[src/rtl/tts_pkg.sv]
package tts_pkg;

    typedef enum logic [2:0] {
        MODE_STOP  = 3'd0,
        MODE_PLAY  = 3'd1,
        MODE_REC   = 3'd2,
        MODE_FF    = 3'd3,
        MODE_REW   = 3'd4,
        MODE_PAUSE = 3'd5
    } tape_mode_e;

    typedef struct packed {
        logic removed;
        logic stop_req;
        logic rec_cancel;
        logic stop_led;
        logic rec_inhibit;
        logic rec_go;
        logic play_mem;
    } sup_state_t;

    localparam int LANES     = 4;
    localparam int LANE_REF  = 0;
    localparam int LANE_MOT  = 1;
    localparam int LANE_CAS  = 2;
    localparam int LANE_TAB  = 3;

endpackage

[src/rtl/tts_sync.sv]
module tts_sync #(
    parameter logic RST_VAL = 1'b0
) (
    input  logic clk,
    input  logic rst_n,
    input  logic din,
    output logic level,
    output logic rise
);
    // [0] first stage, [1] second stage, [2] previous second-stage value
    logic [2:0] sh_d, sh_q;

    always_comb begin
        sh_d = {sh_q[1], sh_q[0], din};
    end

    always_ff @(posedge clk or negedge rst_n) begin
        if (!rst_n) sh_q <= {3{RST_VAL}};
        else        sh_q <= sh_d;
    end

    assign level = sh_q[1];
    assign rise  = sh_q[1] & ~sh_q[2];
endmodule

[src/rtl/tts_motion_watch.sv]
module tts_motion_watch #(
    parameter int TIMEOUT_REFS = 1050
) (
    input  logic clk,
    input  logic rst_n,
    input  logic active,
    input  logic ref_rise,
    input  logic motion_rise,
    output logic fault
);
    localparam int CW = (TIMEOUT_REFS > 2) ? $clog2(TIMEOUT_REFS) : 1;
    localparam logic [CW-1:0] LAST = CW'(TIMEOUT_REFS - 1);

    typedef struct packed {
        logic          fault;
        logic [CW-1:0] cnt;
    } watch_t;

    watch_t w_d, w_q;

    always_comb begin
        w_d = w_q;
        if (!active) begin
            w_d.cnt   = '0;
            w_d.fault = 1'b0;
        end else if (motion_rise) begin
            w_d.cnt = '0;
        end else if (ref_rise && !w_q.fault) begin
            if (w_q.cnt == LAST) begin
                w_d.fault = 1'b1;
                w_d.cnt   = '0;
            end else begin
                w_d.cnt = w_q.cnt + 1'b1;
            end
        end
    end

    always_ff @(posedge clk or negedge rst_n) begin
        if (!rst_n) w_q <= '0;
        else        w_q <= w_d;
    end

    assign fault = w_q.fault;
endmodule

[src/rtl/tts_blink.sv]
module tts_blink #(
    parameter int BLINK_HALF = 12_500_000
) (
    input  logic clk,
    input  logic rst_n,
    input  logic start,
    input  logic clear,
    output logic on,
    output logic phase
);
    localparam int CW = (BLINK_HALF > 2) ? $clog2(BLINK_HALF) : 1;
    localparam logic [CW-1:0] WRAP = CW'(BLINK_HALF - 1);

    typedef struct packed {
        logic          on;
        logic          phase;
        logic [CW-1:0] cnt;
    } blink_t;

    blink_t b_d, b_q;

    always_comb begin
        b_d = b_q;
        if (start) begin
            b_d.on    = 1'b1;
            b_d.phase = 1'b1;
            b_d.cnt   = '0;
        end else if (clear) begin
            b_d.on    = 1'b0;
            b_d.phase = 1'b0;
            b_d.cnt   = '0;
        end else if (b_q.on) begin
            if (b_q.cnt == WRAP) begin
                b_d.cnt   = '0;
                b_d.phase = ~b_q.phase;
            end else begin
                b_d.cnt = b_q.cnt + 1'b1;
            end
        end
    end

    always_ff @(posedge clk or negedge rst_n) begin
        if (!rst_n) b_q <= '0;
        else        b_q <= b_d;
    end

    assign on    = b_q.on;
    assign phase = b_q.phase;
endmodule

[src/rtl/tts_supervisor.sv]
module tts_supervisor
    import tts_pkg::*;
#(
    parameter int TIMEOUT_REFS = 1050,
    parameter int BLINK_HALF   = 12_500_000
) (
    input  logic       clk,
    input  logic       rst_n,
    input  logic [2:0] mode,
    input  logic       key_valid,
    input  logic       rec_key,
    input  logic       ref_osc_in,
    input  logic       motion_in,
    input  logic       cassette_in,
    input  logic       rec_tab_in,
    output logic       stop_req,
    output logic       rec_cancel,
    output logic       stop_led,
    output logic       rec_inhibit,
    output logic       rec_go,
    output logic       play_mem
);
    // cassette lane resets to "present" so reset never looks like a removal
    localparam logic [LANES-1:0] RST_LVL = LANES'(1) << LANE_CAS;

    logic [LANES-1:0] raw_in, lvl, rise;
    assign raw_in = {rec_tab_in, cassette_in, motion_in, ref_osc_in};

    for (genvar g = 0; g < LANES; g++) begin : g_sync
        tts_sync #(.RST_VAL(RST_LVL[g])) u_sync (
            .clk   (clk),
            .rst_n (rst_n),
            .din   (raw_in[g]),
            .level (lvl[g]),
            .rise  (rise[g])
        );
    end

    logic unused_rise;
    assign unused_rise = ^{rise[LANE_CAS], rise[LANE_TAB], lvl[LANE_REF], lvl[LANE_MOT]};

    tape_mode_e m;
    assign m = tape_mode_e'(mode);

    logic moving;
    assign moving = (m == MODE_PLAY) || (m == MODE_REC) ||
                    (m == MODE_FF)   || (m == MODE_REW);

    logic motion_fault;
    tts_motion_watch #(.TIMEOUT_REFS(TIMEOUT_REFS)) u_watch (
        .clk         (clk),
        .rst_n       (rst_n),
        .active      (moving),
        .ref_rise    (rise[LANE_REF]),
        .motion_rise (rise[LANE_MOT]),
        .fault       (motion_fault)
    );

    sup_state_t st_d, st_q;
    logic removed_now, removal_evt;
    assign removed_now = ~lvl[LANE_CAS];
    assign removal_evt = removed_now & ~st_q.removed;

    logic flash_on, flash_phase;
    tts_blink #(.BLINK_HALF(BLINK_HALF)) u_blink (
        .clk   (clk),
        .rst_n (rst_n),
        .start (removal_evt),
        .clear (key_valid),
        .on    (flash_on),
        .phase (flash_phase)
    );

    always_comb begin
        st_d             = st_q;
        st_d.removed     = removed_now;
        st_d.stop_req    = removed_now | motion_fault;
        st_d.rec_cancel  = removed_now & (m == MODE_REC);
        st_d.rec_inhibit = lvl[LANE_TAB];
        st_d.rec_go      = rec_key & ~lvl[LANE_TAB];
        st_d.stop_led    = flash_on ? flash_phase : (m == MODE_STOP);
        if (removal_evt && (m == MODE_PLAY)) st_d.play_mem = 1'b1;
        else if (key_valid)                  st_d.play_mem = 1'b0;
    end

    always_ff @(posedge clk or negedge rst_n) begin
        if (!rst_n) st_q <= '0;
        else        st_q <= st_d;
    end

    assign stop_req    = st_q.stop_req;
    assign rec_cancel  = st_q.rec_cancel;
    assign stop_led    = st_q.stop_led;
    assign rec_inhibit = st_q.rec_inhibit;
    assign rec_go      = st_q.rec_go;
    assign play_mem    = st_q.play_mem;
endmodule

[config.mk]
export PLATFORM = sky130hd
export DESIGN_NAME = tts_supervisor
export DESIGN_NICKNAME = d
export VERILOG_FILES = /design/src/rtl/tts_pkg.sv /design/src/rtl/tts_sync.sv /design/src/rtl/tts_motion_watch.sv /design/src/rtl/tts_blink.sv /design/src/rtl/tts_supervisor.sv
export SDC_FILE = /design/constraint.sdc
export NUM_CORES = 1
export LEC_CHECK = 0
export ABC_AREA = 1
export CAP_MARGIN = 20
export CELL_PAD_IN_SITES_DETAIL_PLACEMENT = 1
export CELL_PAD_IN_SITES_GLOBAL_PLACEMENT = 2
export CORE_AREA = 2 2 91 93
export CTS_CLUSTER_SIZE = 30
export DETAILED_ROUTE_END_ITERATION = 8
export DIE_AREA = 0 0 93 95
export PLACE_DENSITY_LB_ADDON = 0.3
export SETUP_SLACK_MARGIN = 0.3
export SYNTH_ARGS = -nofsm -noshare
export SYNTH_HDL_FRONTEND = slang
export SYNTH_SLANG_ARGS = --single-unit
[constraint.sdc]
create_clock -name clk -period 3.1 [get_ports clk]
set_input_delay 0.31 -clock clk [delete_from_list [all_inputs] [get_ports clk]]
set_output_delay 0.31 -clock clk [all_outputs]
set_load 0.01 [all_outputs]
==> insert_results.sql <==
INSERT INTO impl_metrics (metric_group, metric, value, unit) VALUES
('outcome', 'run_status', 'complete, no violations', ''),
('synthesis', 'gate_count_of_the_mapped_netlist', '380', ''),
('worst_setup_path', 'r2r_end', 'u_blink.b_q[16]', ''),
('finish', 'nNetsFinal', '417', ''),
('clock_network', 'cts_hold_buffers', '0', ''),
('floorplan', 'area_of_the_die', '0.008835', 'mm^2'),
('route', 'drt-initial-drc-count', '56', ''),
('clock_network', 'clk_pin_slew_worst_paths', '0.10', 'ns'),
('power_and_ir_drop', 'power_report.internal_total', '941.9', 'uW'),
('global_route', 'groute.usage.overall', '0.1717', ''),
('floorplan', 'design.portCount', '17', ''),
('placed_design', 'placed_cells_incl_taps', '499', ''),
('min_path', 'min_delay_worst_endpoint', 'g_sync[1].u_sync.sh_q[1]', ''),
('finish', 'total_area_of_multi_input_combinational_cells', '0.001340', 'mm^2'),
('synthesis', 'synthAdderAreaFrac', '0.01283', ''),
('clock_network', 'cts_resized', '0', ''),
('clock_network', 'tritoncts_buffers', '5', ''),
('synthesis', 'synth.lib_cells_used.distinct', '34', ''),
('finish', 'n_antenna_cell', '0', ''),
('placed_design', 'portBuffers', '16', ''),
('synthesis', 'synth.top_cells.by_count', '109 x sky130_fd_sc_hd__nand2_1, 56 x sky130_fd_sc_hd__nor2_1, 53 x sky130_fd_sc_hd__dfrtp_1', ''),
('floorplan', 'num_rows', '33', ''),
('placed_design', 'dpl_wire_length', '5193', 'um'),
('synthesis', 'synth.mux.area_fraction', '0.003420', ''),
('finish', 'count_of_fill_cells_added_during_filler_insertion', '998', ''),
('synthesis', 'ys_warn_count', '0', ''),
('synthesis', 'synth-edff-count', '0', ''),
('floorplan', 'starting_utilization_of_the_core_area', '0.3692', ''),
('route', 'post_drt_antenna_nets', '0', ''),
('sta', 'totalNegativeSetupSlack', '0', 'ns'),
('global_route', 'grt_start_max_net_pins', '46', ''),
('power_and_ir_drop', 'power.static_leakage', '0.001603', 'uW'),
('min_path', 'min_delay_src', 'g_sync[1].u_sync.sh_q[0]', ''),
('clock_network', 'clock_tree_from_tritoncts', 'built', ''),
('worst_setup_path', 'crit_path_category', 'reg -> reg', ''),
('finish', 'synthToLayoutAreaGrowth', '13.17', '%'),
('sta', 'maxSlewHeadroom', '0.6351', ''),
('worst_setup_path', 'crit-reg2reg-launch', 'u_blink.b_q[0]', ''),
('sta', 'clock.fmax', '535.7', 'MHz'),
('synthesis', 'synth.ff_latch_count', '55', ''),
('synthesis', 'ys.flop_type', 'sky130_fd_sc_hd__dfrtp_1', ''),
('min_path', 'timing.hold.worst.class', 'reg -> reg', ''),
('finish', 'final_core_util', '0.4178', ''),
('finish', 'final-instance-count-excl-fill', '509', ''),
('worst_setup_path', 'timing.reg2reg.worst_path_depth', '8', ''),
('synthesis', 'dominant_cell_type_by_area_after_synthesis', 'sky130_fd_sc_hd__dfrtp_1', ''),
('sta', 'grt_setup_unrepaired', 'no', ''),
('sta', 'fin_hold_viols', '0', ''),
('worst_setup_path', 'cp-start-kind', 'flip-flop', ''),
('global_route', 'initial_antenna_violation_count', '0', ''),
('power_and_ir_drop', 'netSwitchingPower', '338.7', 'uW'),
('clock_network', 'clock_tree.buffer_depth', '2', ''),
('synthesis', 'async_flop_share', '1.000', ''),
('worst_setup_path', 'required', '3.36', 'ns'),
('global_route', 'grt_pass1_vias', '2453', ''),
('sta', 'timing_worst_slew_pin_value', '0.5453', 'ns'),
('synthesis', 'synth_top_area_frac', '0.4532', ''),
('worst_setup_path', 'setup.reg_to_reg.worst_slack', '1.23', 'ns'),
('synthesis', 'synth_area', '0.002927', 'mm^2'),
('global_route', 'first_pass_grt_wire_length', '11880', 'um'),
('power_and_ir_drop', 'switching_share', '0.2645', ''),
('min_path', 'whs_path_depth', '0', ''),
('synthesis', 'syn-mean-instance-area', '7.701', 'um^2'),
('route', 'via_per_inst', '4.804', ''),
('power_and_ir_drop', 'power_frac_clock', '0.315', ''),
('sta', 'finalClockSkew', '0.004258', 'ns'),
('clock_network', 'number_of_clock_sinks_seen_by_cts', '55', ''),
('clock_network', 'worstSkewPairLatency', '0.31', 'ns'),
('placed_design', 'gp_congestion', '0.7760', ''),
('synthesis', 'post_synth_xor_area_fraction', '0.03634', ''),
('route', 'wirelength', '6945', 'um');
## sequential cells by signal (all words and copies together) (netlist names)
name	flops
rec_cancel	1
rec_go	1
u_watch.w_q	11
play_mem	1
u_blink.phase	1
u_blink.b_q	24
u_watch.fault	1
stop_req	1
g_sync.u_sync.sh_q	10
rec_inhibit	1
u_blink.on	1
stop_led	1
st_q	1
## layout by cell type (no fill, tap or decap), types with 4 or more instances in the layout
| master | Yosys | layout |
|---|---|---|
| sky130_fd_sc_hd__nand2_1 | 109 | 109 |
| sky130_fd_sc_hd__nor2_1 | 56 | 56 |
| sky130_fd_sc_hd__dfrtp_1 | 53 | 53 |
| sky130_fd_sc_hd__inv_1 | 46 | 46 |
| sky130_fd_sc_hd__nand3_1 | 34 | 34 |
| sky130_fd_sc_hd__clkdlybuf4s50_1 | 0 | 15 |
| sky130_fd_sc_hd__o21ai_0 | 11 | 11 |
| sky130_fd_sc_hd__a21oi_1 | 8 | 8 |
| sky130_fd_sc_hd__nand4_1 | 7 | 7 |
| sky130_fd_sc_hd__xor2_1 | 7 | 7 |
| sky130_fd_sc_hd__nor3_1 | 6 | 6 |
| sky130_fd_sc_hd__clkbuf_8 | 0 | 5 |
| sky130_fd_sc_hd__nor2_2 | 4 | 4 |
## power by group through the flow
stage / sequential [uW] / combinational, uW / clock (uW)
2_1_floorplan: 765 / 66.1 / 0
3_3_place_gp: 765 / 122 / 0
3_5_place_dp: 766 / 125 / 0
4_1_cts: 752 / 125 / 423
5_1_grt: 754 / 143 / 451
6_report: 751 / 126 / 404
## critical path, stage by stage, from the launching register on
cell and delay (ns):
sky130_fd_sc_hd__dfrtp_1 0.44, sky130_fd_sc_hd__ha_1 0.23, sky130_fd_sc_hd__nand3_1 0.16, sky130_fd_sc_hd__nor2_1 0.07, sky130_fd_sc_hd__nand3_1 0.14, sky130_fd_sc_hd__nand2_1 0.10, sky130_fd_sc_hd__nor2_1 0.44, sky130_fd_sc_hd__nand3_1 0.14
sky130_fd_sc_hd__nand2_1 0.09
## layer usage
layer,wire length [um],GRT usage
met4,91,0.05270
met1,3616,0.2506
met5,0,0
met2,3045,0.2621
met3,191,0.02713
## layout make-up
type | instances | area share
clock inverters | 2 | 0.003778
inverters | 49 | 0.05553
clock buffers | 6 | 0.02191
well taps | 105 | 0.03967
flip-flops and latches | 55 | 0.4163
multi-input cells | 273 | 0.4046
repair buffers | 19 | 0.05818
## worst max path at each step
stage | end | slack, ns | cells after the start
floorplan | u_blink.b_q[16] | 1.67 | 8
global placement | u_blink.b_q[14] | 1.06 | 8
detailed placement | u_blink.b_q[14] | 0.99 | 8
CTS | u_blink.b_q[16] | 1.18 | 8
global route | u_blink.b_q[18] | 0.98 | 8
finish | u_blink.b_q[16] | 1.23 | 8
## logic make-up after synthesis
| family | Yosys count |
|---|---|
| AND/OR/NAND/NOR | 234 |
| adder cells (fa/ha/maj) | 3 |
| buffers and inverters | 52 |
| AO/OA/AOI/OAI | 25 |
| XOR/XNOR | 10 |
| multiplexers | 1 |
| flip-flops | 55 |
## stage by stage
step / cell area [um^2] / setup slack, ns
detailed placement: 3197 / 0.9887
global placement: 3197 / 1.061
global route: 3312 / 0.9848
finish: 3312 / 1.233
floorplan: 2927 / 1.666
CTS: 3282 / 1.179
Note: power is estimated with default switching activity, not from simulation.
